### config.mk
export PLATFORM = sky130hd
export DESIGN_NAME = dual_clear_watchdog
export DESIGN_NICKNAME = d
export VERILOG_FILES = /design/src/rtl/dual_clear_watchdog.sv
export SDC_FILE = /design/constraint.sdc
export NUM_CORES = 1
export LEC_CHECK = 0
export ABC_AREA = 1
export CAP_MARGIN = 30
export CORE_ASPECT_RATIO = 2
export CORE_MARGIN = 5
export CORE_UTILIZATION = 58
export DETAILED_ROUTE_END_ITERATION = 6
export PLACE_DENSITY_LB_ADDON = 0.25
export SLEW_MARGIN = 20
export SYNTH_ARGS = -nofsm -noshare
export SYNTH_HDL_FRONTEND = slang
export SYNTH_SLANG_ARGS = --single-unit
### constraint.sdc
create_clock -name clk -period 2.7 [get_ports clk]
set_input_delay 0.675 -clock clk [delete_from_list [all_inputs] [get_ports clk]]
set_output_delay 0.675 -clock clk [all_outputs]
set_load 0.005 [all_outputs]
### src/rtl/dual_clear_watchdog.sv
module dual_clear_watchdog #(
  parameter int BASE_LOG = 8,
  parameter int SEL_W    = 3,
  parameter int DIV_LOG  = 2
) (
  input  logic             clk,
  input  logic             rst_n,
  input  logic             osc_tick,
  input  logic             src_sel,
  input  logic [SEL_W-1:0] psel,
  input  logic             wdt_en,
  input  logic             clr_a,
  input  logic             clr_b,
  input  logic             halt_cmd,
  output logic             wdt_rst,
  output logic             wake,
  output logic             halted,
  output logic             to_flag,
  output logic             pd_flag
);
  localparam int CNT_W = BASE_LOG + (1 << SEL_W) - 1;

  typedef enum logic [1:0] {LAST_NONE, LAST_A, LAST_B} last_t;

  logic [DIV_LOG-1:0] div_q;
  logic [CNT_W-1:0]   cnt_q;
  logic [CNT_W-1:0]   top_val;
  last_t              last_q;

  wire inst_tick = !halted && (&div_q);
  wire wd_tick   = src_sel ? inst_tick : osc_tick;
  wire step      = wd_tick && wdt_en;

  assign top_val = (CNT_W'(1) << (BASE_LOG + 32'(psel))) - CNT_W'(1);

  wire expire    = step && (cnt_q == top_val);
  wire a_only    = clr_a && !clr_b && !halted;
  wire b_only    = clr_b && !clr_a && !halted;
  wire pair_done = (a_only && last_q == LAST_B) || (b_only && last_q == LAST_A);
  wire do_halt   = halt_cmd && !halted && !expire;

  always_ff @(posedge clk or negedge rst_n) begin
    if (!rst_n)
      div_q <= '0;
    else if (halted || do_halt)
      div_q <= '0;
    else
      div_q <= div_q + DIV_LOG'(1);
  end

  always_ff @(posedge clk or negedge rst_n) begin
    if (!rst_n) begin
      cnt_q   <= '0;
      last_q  <= LAST_NONE;
      wdt_rst <= 1'b0;
      wake    <= 1'b0;
      halted  <= 1'b0;
      to_flag <= 1'b0;
      pd_flag <= 1'b0;
    end else begin
      wdt_rst <= 1'b0;
      wake    <= 1'b0;
      if (expire) begin
        cnt_q   <= '0;
        last_q  <= LAST_NONE;
        to_flag <= 1'b1;
        if (halted) begin
          wake   <= 1'b1;
          halted <= 1'b0;
        end else begin
          wdt_rst <= 1'b1;
          pd_flag <= 1'b0;
        end
      end else if (do_halt) begin
        cnt_q   <= '0;
        last_q  <= LAST_NONE;
        halted  <= 1'b1;
        pd_flag <= 1'b1;
        to_flag <= 1'b0;
      end else if (pair_done) begin
        cnt_q   <= '0;
        last_q  <= LAST_NONE;
        to_flag <= 1'b0;
        pd_flag <= 1'b0;
      end else begin
        if (step)
          cnt_q <= cnt_q + CNT_W'(1);
        if (a_only)
          last_q <= LAST_A;
        else if (b_only)
          last_q <= LAST_B;
      end
    end
  end
endmodule

======== After elaboration in Yosys (flattened, before gate mapping) ========
Cells that the tools add are included.
storage, ports and cells
  flip-flop bits (word level) ............. 24
  input bits .............................. 11
  logic and storage cells ................. 63
cells by class
  $add $sub $neg .......................... 4
  equal/unequal tests ..................... 4
  shift-type cells ........................ 1
  mux-type cells .......................... 23
  reduce and logical (&&, ||, !) cells .... 23
operators by type and width
  kind                                                  count
  two-way mux 15 bit                                    4
  adder 15 x 1 -> 15 bit (second input constant)        1
  equality test 15 bit                                  1
  left shift 1 x 5 -> 15 bit (first input constant)     1
  subtractor 15 x 2 -> 15 bit (second input constant)   1
  two-way mux 1 bit                                     13
  two-way mux 2 bit                                     6
  logical AND 1 bit                                     11
  adder 4 x 3 -> 5 bit (first input constant)           1
  nonzero test 5 bit                                    1
  zero test 1 bit                                       4
  AND reduction 2 bit                                   2
  nonzero test 4 bit                                    1
  nonzero test 3 bit                                    1
  adder 2 x 1 -> 2 bit (second input constant)          1
  equality test 2 x 1 -> 1 bit (second input constant)  1
  equality test 2 bit (second input constant)           1
  logical OR 1 bit                                      2
  != test 2 bit (second input constant)                 1
  nonzero test 2 bit                                    1

======== Logic depth before layout (Yosys ltp) ========
  word-level depth ........................ 9
  mapped depth ............................ 16
  mapped depth without buffers ............ 15

======== Worst setup path before layout ========
OpenSTA, ideal clock, no wires.
  path kind ............................... input-to-reg
  start point ............................. in psel[2]
  end point ............................... reg cnt_q[10]
  arrival ................................. 2,197 ps
  path slack .............................. 384 ps
  stages on the path ...................... 16
  cells stage by stage .................... nor2_2 -> nand2_1 -> ha_1 -> inv_1 -> nand2_1 -> nand2_1 -> nor2_1 -> nor2_2 -> nand2_1 -> nor2_2 -> nand3_4 -> nand2_8 -> nand3_4 -> buf_6 -> nand3_1 -> nand2_1
on the way
  cells in the longest elaborated chain, start to end .. 9
RTL lines
  what                             line  source
  from (decl)                      10    input logic [SEL_W-1:0] psel,
  adder 4 x 3 -> 5 bit (*)         34    assign top_val = (CNT_W'(1) << (BASE_LOG + 32'(psel))) - CNT_W'(1);
  left shift 1 x 5 -> 15 bit (*)   34
  subtractor 15 x 2 -> 15 bit (*)  34
  equality test 15 bit (*)         36    wire expire = step && (cnt_q == top_val);
  logical AND 1 bit (*)            36
  zero test 1 bit                  40    wire do_halt = halt_cmd && !halted && !expire;
  logical AND 1 bit                40
  two-way mux 15 bit               74    end else if (do_halt) begin
  two-way mux 15 bit               63    if (expire) begin
  to (signal assigned)             87    cnt_q <= cnt_q + CNT_W'(1);
  to (decl)                        26    logic [CNT_W-1:0] cnt_q;
Mark *: on every way between the ends. The rest lies on a longest branch, timed or not.
A chain may end at the register's enable or synchronous reset.

======== Worst setup path after layout ========
  start point ............................. in psel[1]
  end point ............................... reg cnt_q[3]
The elaborated chain is that of the path after synthesis.

==> impl_metrics.env <==
export IMPL_status="finished, final reports clean"
export IMPL_grt_pass1_vias=1934
export IMPL_cp_arrival_ns=2.59
export IMPL_reg2reg_slack_ns=0.52
export IMPL_ys_flop_type="dfrtp_1"
export IMPL_skew_ns=0.00394
export IMPL_wire_per_inst_um=15.9
export IMPL_max_cap_violations=0
export IMPL_synth_cell_types=29
export IMPL_final_cells=330
export IMPL_totalWireLength_um=5240
export IMPL_dpl_cell_count=321
export IMPL_finalHoldViolCount=0
export IMPL_finalSetupViolCount=0
export IMPL_holdBufCountCts=0
export IMPL_synth_edf_count=0
export IMPL_antenna_found_initial=0
export IMPL_grt_usage=0.235
export IMPL_initialDrtViolationCount=150
export IMPL_p_leak_nw=1.17
export IMPL_seq_area_frac_synth=0.330
export IMPL_synthesis_nets=280
export IMPL_cts_max_path_buffers=2
export IMPL_ir_drop_mv=0.358
export IMPL_path_clk_slew_ns=0.09
export IMPL_post_place_ws_ns=-0.231
export IMPL_cp_required_ns=2.91
export IMPL_start_util=0.605
export IMPL_ys_seq_elements=24
export IMPL_tns_ns=0
export IMPL_dr_pass1_iters=5
export IMPL_tightest_slew_ns=0.457
export IMPL_layout_drive_gt1_share=0.190
export IMPL_dpl_hpwl_um=3740
export IMPL_yosysTopAreaCellShare=0.330
export IMPL_synth_cells=266
export IMPL_async_flop_share=1.00
export IMPL_multiInputGateArea_um2=1120
export IMPL_register_area_um2=601
export IMPL_synth_commonest_cells="74 x nand2_1, 34 x nand3_1, 27 x inv_1"
export IMPL_clk_latency_ns=0.27
export IMPL_grt_start_max_net_pins=25
export IMPL_die_w_um=49.6
export IMPL_synth_most_common_cell="nand2_1"
export IMPL_fp_dieH_um=89.3
export IMPL_cts_buffers=3
export IMPL_die_area_um2=4430
export IMPL_h_tree_depth=1
export IMPL_critPathCaptureType="flip-flop"
export IMPL_rsz0062_at_grt="no"
export IMPL_cts_sinks=24
export IMPL_io_buffers=15
export IMPL_yosysTopAreaCell="dfrtp_1"
export IMPL_synth_area_top_cells="dfrtp_1 33%, nand2_1 15%, nand3_1 9.3%"
export IMPL_worst_slew_margin_rel=0.693
export IMPL_cts_tree="yes"
export IMPL_yosysWarnings=0
export IMPL_vias=2025
export IMPL_place_congestion=0.942
export IMPL_fmax_ghz=0.420
export IMPL_grt_first_pass_wirelength_um=8260
export IMPL_avgSynthCellArea_um2=6.85
export IMPL_final_core_utilization=0.753
export IMPL_syn_area_um2=1820
export IMPL_start_kind="primary input"
export IMPL_nets=315
export IMPL_grt_overflow_total=0
export IMPL_drtAntennaViolNets=0
export IMPL_area_growth_synth_to_final_pct=24.6
export IMPL_core_area_um2=3010
export IMPL_vias_per_cell=6.14
export IMPL_drc=0
export IMPL_io_pins=16
export IMPL_ctsRootBufferMaster="clkbuf_8"
export IMPL_hold_class="reg2reg"
export IMPL_criticalPathCategory="in2reg"
export IMPL_nFillCells=235
export IMPL_fin_ws_ns=0.319
export IMPL_antennaDiodeCount=0
export IMPL_slew_violations=0
export IMPL_power_density_nw_per_um2=406
export IMPL_min_period_ns=2.38
export IMPL_rows=28
export IMPL_period_share=0.882
export IMPL_crit_fanout=6
[cell families (layout without fill, tap and decap cells)]
group | after synthesis | after routing | share of synthesized area
and+or+nand+nor | 180 | 181 | 0.488
buffers and inverters | 37 | 70 | 0.0893
DFF | 24 | 24 | 0.330
AOI/OAI and AO/OA | 18 | 18 | 0.0536
xor gates and xnor gates | 4 | 4 | 0.0192
adders and majority gates | 3 | 3 | 0.0206
[power by group]
part           internal [mW]  total [mW]  leakage, nW  switching [mW]
Clock                  0.130       0.246       0.0288           0.116
Combinational         0.0932       0.219        0.824           0.126
Sequential             0.399       0.455        0.320          0.0562
Total                  0.623       0.921         1.17           0.298
[critical path: stages]
cell            delay, ns
dlymetal6s2s_1       0.14
nor2_2               0.17
nand2_1              0.08
ha_2                 0.29
inv_1                0.06
nand2_1              0.05
nand2_2              0.09
nand2_1              0.06
nor2_1               0.09
nand2_1              0.07
nor2_2               0.15
nand3_4              0.16
buf_6                0.17
a21oi_1              0.18
nand3_2              0.10
nand2_1              0.06
[metal layers]
metal,vias up,part of all wire,track usage
met3,42,0.067,0.0317
met4,0,0.084,0.160
met5,-,0,0
met2,117,0.51,0.422
li1,951,-,-
met1,915,0.34,0.248
[cells in the final DEF (no fill, tap or decap), types with 4 or more instances in the layout]
cell,count
nand2_1,72
nand3_1,28
inv_1,27
nor2_1,26
dfrtp_1,24
nand4_1,22
buf_4,16
clkdlybuf4s50_1,12
a21oi_1,10
nor2_2,6
nand3_2,6
nand2_2,5
nor3_1,5
clkbuf_8,4
[per-stage QoR]
stage / hold slack [ns] / power (mW) / area, um2
final: 0.440 / 0.921 / 2270
after global routing: 0.477 / 0.975 / 2270
after CTS: 0.441 / 0.911 / 2150
after detailed placement: 0.429 / 0.668 / 2100
after global placement: 0.428 / 0.659 / 2100
after floorplan: 0.379 / 0.586 / 1820
[timing repair]
action                                  4_1_cts  5_1_grt
gates resized for setup                       0       17
endpoints found under the setup margin        0       22
setup buffers                                 0        2
[sequential cells by signal (all words and copies together), names as in the netlist]
signal / count
cnt_q: 15
div_q: 2
halted: 1
wdt_rst: 1
wake: 1
last_q: 2
to_flag: 1
pd_flag: 1
[final timing paths]
path | from | end | cells past startpoint
worst max-delay path | psel[1] | cnt_q[3] | 16
worst min-delay path | div_q[0] | div_q[0] | 1
worst max register to register | cnt_q[0] | cnt_q[3] | 12
worst min register to register | div_q[0] | div_q[0] | 1
max in group asynchronous | rst_n | cnt_q[3] | 2
min in group asynchronous | rst_n | cnt_q[1] | 2
[final cells by class]
type | count | share of cell area
Tap cell | 30 | 0.0165
Timing Repair Buffer | 35 | 0.149
Clock buffer | 4 | 0.0243
Inverter | 31 | 0.0513
Multi-Input combinational cell | 206 | 0.494
Sequential cell | 24 | 0.265
No activity file was read; power rests on OpenSTA's default activity.
